[src/rtl/dual_ch_pwm_timer.sv]
module dual_ch_pwm_timer #(
  parameter int CW = 16
) (
  input  logic          clk,
  input  logic          rst_n,
  input  logic          brk,
  input  logic          brk_clr_en,
  input  logic [1:0]    cap_in,
  input  logic [2:0]    bus_addr,
  input  logic          bus_wr,
  input  logic          bus_rd,
  input  logic [CW-1:0] bus_wdata,
  output logic [CW-1:0] bus_rdata,
  output logic [1:0]    pwm_out,
  output logic          irq_ovf,
  output logic [1:0]    irq_ch
);
  localparam logic [2:0] A_ST = 3'd0, A_CNT = 3'd1, A_LIM = 3'd2;

  logic [CW-1:0] cnt, lim;
  logic [CW-1:0] val [2];
  logic [5:0]    cctl [2];
  logic halt, ovf_ie, ovf_f, ovf_arm, sel, pend;
  logic [1:0] chf, charm, cap_q, outq, out_nx, hit, cap_ev, wr_ctl, wr_val, rd_ctl;

  wire run     = !halt && !brk;
  wire ovf     = run && (cnt == lim);
  wire link    = cctl[0][3];
  wire can_clr = !brk || brk_clr_en;
  wire wr_st   = bus_wr && bus_addr == A_ST;

  always_comb begin
    for (int i = 0; i < 2; i++) begin
      wr_ctl[i] = bus_wr && bus_addr == 3'(3 + 2 * i);
      rd_ctl[i] = bus_rd && bus_addr == 3'(3 + 2 * i);
      wr_val[i] = bus_wr && bus_addr == 3'(4 + 2 * i);
      hit[i]    = run && cnt == val[i] && (link ? (sel == (i == 1)) : cctl[i][1]);
      cap_ev[i] = cap_in[i] && !cap_q[i] && !cctl[i][1] && !link;
    end
    out_nx[0] = !(link || cctl[0][2]) ? 1'b0 :
                (cctl[0][5] && cctl[0][4]) ? 1'b1 :
                (ovf && cctl[0][4]) ? 1'b1 :
                (link ? |hit : hit[0]) ? 1'b0 : outq[0];
    out_nx[1] = !(!link && cctl[1][2]) ? 1'b0 :
                (cctl[1][5] && cctl[1][4]) ? 1'b1 :
                (ovf && cctl[1][4]) ? 1'b1 :
                hit[1] ? 1'b0 : outq[1];
  end

  always_ff @(posedge clk or negedge rst_n) begin
    if (!rst_n) begin
      cnt <= '0; lim <= '1; halt <= 1'b1; ovf_ie <= 1'b0; ovf_f <= 1'b0; ovf_arm <= 1'b0;
      sel <= 1'b0; pend <= 1'b0; chf <= '0; charm <= '0; cap_q <= '0; outq <= '0;
      for (int i = 0; i < 2; i++) begin
        val[i]  <= '0;
        cctl[i] <= '0;
      end
    end else begin
      if (run) cnt <= ovf ? '0 : cnt + 1'b1;
      cap_q <= cap_in;
      outq  <= out_nx;
      if (bus_rd && bus_addr == A_ST && ovf_f) ovf_arm <= 1'b1;
      if (wr_st) begin
        halt <= bus_wdata[0]; ovf_ie <= bus_wdata[1]; ovf_arm <= 1'b0;
      end
      if (ovf) ovf_f <= 1'b1;
      else if (wr_st && !bus_wdata[7] && ovf_arm && can_clr) ovf_f <= 1'b0;
      if (bus_wr && bus_addr == A_LIM) lim <= bus_wdata;
      for (int i = 0; i < 2; i++) begin
        if (rd_ctl[i] && chf[i]) charm[i] <= 1'b1;
        if (wr_ctl[i]) begin
          cctl[i] <= bus_wdata[5:0]; charm[i] <= 1'b0;
        end
        if (hit[i] || cap_ev[i]) chf[i] <= 1'b1;
        else if (wr_ctl[i] && !bus_wdata[7] && charm[i] && can_clr) chf[i] <= 1'b0;
        if (cap_ev[i]) val[i] <= cnt;
        if (wr_val[i]) val[i] <= bus_wdata;
      end
      if (!link) begin
        sel <= 1'b0; pend <= 1'b0;
      end else begin
        if (ovf && pend) begin
          sel <= ~sel; pend <= 1'b0;
        end
        if (sel ? wr_val[0] : wr_val[1]) pend <= 1'b1;
      end
    end
  end

  always_comb begin
    bus_rdata = '0;
    case (bus_addr)
      A_ST:    begin bus_rdata[0] = halt; bus_rdata[1] = ovf_ie; bus_rdata[7] = ovf_f; end
      A_CNT:   bus_rdata = cnt;
      A_LIM:   bus_rdata = lim;
      3'd3:    begin bus_rdata[5:0] = cctl[0]; bus_rdata[7] = chf[0]; end
      3'd4:    bus_rdata = val[0];
      3'd5:    begin bus_rdata[5:0] = cctl[1]; bus_rdata[7] = chf[1]; end
      3'd6:    bus_rdata = val[1];
      default: bus_rdata = '0;
    endcase
  end

  assign pwm_out = outq;
  assign irq_ovf = ovf_f && ovf_ie;
  assign irq_ch  = chf & {cctl[1][0], cctl[0][0]};

  p_wrap_r2: assert property (@(posedge clk) disable iff (!rst_n)
    (run && cnt == lim) |=> cnt == '0);
  p_hold_r3: assert property (@(posedge clk) disable iff (!rst_n)
    (halt || brk) |=> $stable(cnt));
  p_ovf_flag_r4: assert property (@(posedge clk) disable iff (!rst_n)
    (run && cnt == lim) |=> ovf_f);
  p_brk_protect_r7: assert property (@(posedge clk) disable iff (!rst_n)
    (brk && !brk_clr_en && ovf_f) |=> ovf_f);
  p_zero_duty_r11: assert property (@(posedge clk) disable iff (!rst_n)
    (!cctl[0][4] && !pwm_out[0]) |=> !pwm_out[0]);
  p_full_duty_r12: assert property (@(posedge clk) disable iff (!rst_n)
    ((link || cctl[0][2]) && cctl[0][5] && cctl[0][4]) |=> pwm_out[0]);
  p_link_out1_r14: assert property (@(posedge clk) disable iff (!rst_n)
    link |=> !pwm_out[1]);
endmodule

[config.mk]
export PLATFORM = sky130hd
export DESIGN_NAME = dual_ch_pwm_timer
export DESIGN_NICKNAME = d
export VERILOG_FILES = /design/src/rtl/dual_ch_pwm_timer.sv
export SDC_FILE = /design/constraint.sdc
export NUM_CORES = 1
export LEC_CHECK = 0
export BUFFER_PORTS_ARGS = -buffer_cell sky130_fd_sc_hd__clkbuf_2
export CAP_MARGIN = 20
export CORE_MARGIN = 2
export CORE_UTILIZATION = 56
export CTS_BUF_LIST = sky130_fd_sc_hd__clkbuf_8
export DETAILED_ROUTE_END_ITERATION = 8
export PLACE_DENSITY = 0.87
export SLEW_MARGIN = 20
export SYNTH_ARGS = -nofsm -noshare
export SYNTH_HDL_FRONTEND = slang
export SYNTH_SLANG_ARGS = --single-unit
[constraint.sdc]
create_clock -name clk -period 2.6 [get_ports clk]
set_clock_uncertainty 0.15 [all_clocks]
set_input_delay 0.78 -clock clk [delete_from_list [all_inputs] [get_ports clk]]
set_output_delay 0.78 -clock clk [all_outputs]
set_load 0.03 [all_outputs]
==> results.yml <==
global_routing:
  grt_first_pass_wirelength_um: 25000
  grt_use_met1_pct: 42.2
  met2_usage_pct: 51.1
  grt_pass1_vias: 4569
  grt_antenna_before_repair: 0
  busiest_layer: "met2"
  track_usage_pct: 31.9
  met3_usage_pct: 5.95
  grt_max_degree: 65
  overflow: 0
synth:
  ys_ff_latch: 90
  synth_area_mm2: 0.00536
  synth_flop_cell: "dfrtp_1"
  ys_types: 53
  syn_inst: 524
  synth.avg_cell_area_um2: 10.2
  ys_seq_area_share_pct: 42.4
  yosysWarnings: 0
  synth_edf_count: 0
  ys_async_sr_fraction_pct: 100
  syn-num-nets: 552
status:
  violations: "setup timing"
  status: "finished, violations left"
power_and_ir_drop:
  p_per_area_mw_per_mm2: 812
  seqPwrFrac_pct: 44.4
  clkPwrFrac_pct: 18.6
  leakage_nw: 2.66
  total_power_mw: 5.29
  internal-power_mw: 3.21
  p_comb_share_pct: 37.0
  switching_share_pct: 39.3
  p_sw_mw: 2.08
  ir_drop_uv: 437
die:
  die_h_um: 102
  coreArea_mm2: 0.00928
  die_w_um: 102
  die_area_mm2: 0.0104
  initial_core_util_pct: 57.7
  rows: 35
  io_pins: 48
setup_path:
  critPathLaunchType: "input pin"
  cpMaxStageDelayCell: "mux4_2"
  path_cells: "clkbuf_16 -> buf_8 -> mux4_2 -> nor2_2 -> a21oi_2 -> clkbuf_8"
  crit-reg2reg-launch: "cnt[13]"
  cp_max_fo: 6
  arrival_ps: 1870
  max_stage_delay_ps: 500
  crit_type: "input pin to output pin"
  r2r_slack_ps: 430
  critPathRequiredTime_ps: 1670
  setup.worst_path.start: "bus_addr[0]"
  endpoint_kind: "output pin"
placement:
  portBuffers: 47
  gp_congestion: 0.885
  dpl.hpwl_um: 10500
sta:
  setup_viol: 16
  slew_violations: 0
  rsz0062_at_grt: "true"
  fin_crit_sh_pct: 108
  worst_slack_ps: -198
  hold_viol: 0
  fmax_mhz: 357
  fin_hold_ws_ps: 153
  worst_pin_slew_ps: 486
  relSlewSlack_pct: 67.6
  period_minus_slack_ps: 2800
cells_and_area:
  drive_above_1_share_pct: 35.6
  n_antenna_cell: 0
  num-nets-final: 605
  area_delta_synth_final_pct: 21.7
drt:
  first_pass_iters: 5
  viasPerCell: 6.55
  drt-initial-drc-count: 556
  ant_nets: 0
  routed_wl_um: 16200
  drc: 0
  wire_per_inst_um: 22.7
  dr_total_vias: 4656
cts:
  numClockSinks: 90
  htreeDepth: 3
  clock-root-buffer: "clkbuf_8"
  path_clk_slew_ps: 90
  cts_buffers: 9
  clock_path_buffers: 2
  cts_tree: "yes"
  ctsHoldBuffers: 0
  insertion_delay_ps: 390
min_path:
  hp-class: "input pin to asynchronous set/reset pin"
job:
  cap_violations: 0
==> area by class of cell <==
cell class,instances,area (µm²)
Clock buffer,10,138
Clock inverter,6,57.6
Fill cell,615,2760
Inverter,5,18.8
Multi-Input combinational cell,382,3030
Sequential cell,90,2270
Tap cell,129,161
Timing Repair Buffer,89,842
==> path summary, 6_finish.rpt <==
path,to,cells past startpoint
max in group asynchronous,lim[7],2
min reg2reg,cctl[3],1
min in group clk,cap_q[1],1
max,bus_rdata[0],6
max reg2reg,pwm_out[0],5
min,val[2],1
==> routing by layer <==
| metal | wire length, µm | up-vias |
|---|---|---|
| met5 | 0 | - |
| met4 | 791 | 0 |
| met3 | 1440 | 88 |
| met2 | 7720 | 343 |
| met1 | 6200 | 2281 |
| li1 | - | 1944 |
==> flip-flops by register name (all words and copies together) (netlist names) <==
register and cells:
pend 1, ovf_ie 1, halt 1, sel 1, chf 2, ovf_arm 1
cap_q 2, ovf_f 1, cnt 16, lim 16, val 32, cctl 12
charm 2, pwm_out 2
==> cell usage in the layout (no fill, tap or decap), drive strengths merged, types with 2 or more instances in the layout <==
cell    instances
or3             5
mux4            2
clkinv          4
a22oi          10
dfrtp          73
nand2          36
a221oi          4
nand4          11
dfstp          17
nand2b          3
a31oi           3
nor4b           2
and3            3
nor4            6
o22ai           9
mux2           34
inv             6
mux2i          48
o21ai          26
and2            5
nand3          10
a21oi          33
xor2           27
clkbuf         50
nor2b           6
buf            49
nor2           47
nor3            3
xnor2          34
==> synth_stat cells, types with 2 or more instances <==
master / number / area (µm²)
nor4b_1: 2 / 17.5
xnor2_1: 34 / 298
nand2b_1: 3 / 18.8
nand3_1: 10 / 50.1
nor4_1: 4 / 25.0
o22ai_1: 9 / 56.3
dfrtp_1: 73 / 1830
o21ai_0: 26 / 130
nand2_1: 36 / 135
nor2b_1: 6 / 37.5
mux2_2: 34 / 383
or3_2: 2 / 15.0
buf_4: 3 / 22.5
a22oi_1: 10 / 75.1
xor2_1: 27 / 236
mux2i_1: 48 / 480
clkbuf_8: 6 / 82.6
nor2_1: 46 / 173
a31oi_1: 3 / 18.8
buf_2: 14 / 70.1
nand4_1: 11 / 68.8
clkbuf_1: 12 / 45.0
and3_1: 3 / 18.8
buf_6: 9 / 101
or3_1: 2 / 12.5
inv_1: 5 / 18.8
a221oi_1: 4 / 35.0
dfstp_2: 17 / 447
buf_1: 3 / 11.3
nor3_1: 3 / 15.0
and2_1: 5 / 31.3
a21oi_1: 33 / 165
==> per-stage QoR <==
step	util (%)	instances	area (µm²)	setup WS (ps)	TNS, ps
after floorplan	-	524	5520	-174	-1020
after global placement	63.6	692	5910	-311	-3790
after detailed placement	63.6	692	5910	-360	-4450
after CTS	69.4	710	6440	-183	-1640
after global routing	70.2	711	6520	-226	-2240
final	70.2	711	6520	-198	-1840
==> cell families (layout without fill, tap and decap cells) <==
logic type | Yosys count | count (layout) | share of synthesized area [%]
and+or+nand+nor | 142 | 142 | 13.4
AOI/OAI and AO/OA | 94 | 94 | 10.4
DFF | 90 | 90 | 42.4
muxes | 84 | 84 | 17.0
xor gates and xnor gates | 61 | 61 | 9.97
buffers and inverters | 52 | 110 | 6.56
adders and majority gates | 1 | 1 | 0.233
==> what timing repair did <==
action,4_1_cts,5_1_grt
setup endpoints to repair,16,16
gates resized for setup,75,19
pin swaps,11,9
gates cloned,0,0
buffers inserted,2,1
==> critical path, delay by kind of cell <==
kind | cells | cell delay (ps)
buf+inv | 3 | 410
simple gates | 1 | 130
mux | 1 | 500
compound gates | 1 | 50
==> power by group through the flow <==
stage / registers [mW] / clock network [mW] / logic, mW
after floorplan: 2.09 / 0 / 1.37
after global placement: 2.27 / 0 / 1.64
after detailed placement: 2.29 / 0 / 1.70
after CTS: 2.29 / 0.968 / 1.85
after global routing: 2.38 / 1.04 / 2.06
final: 2.35 / 0.984 / 1.96
(Power assumes the default switching activity.)
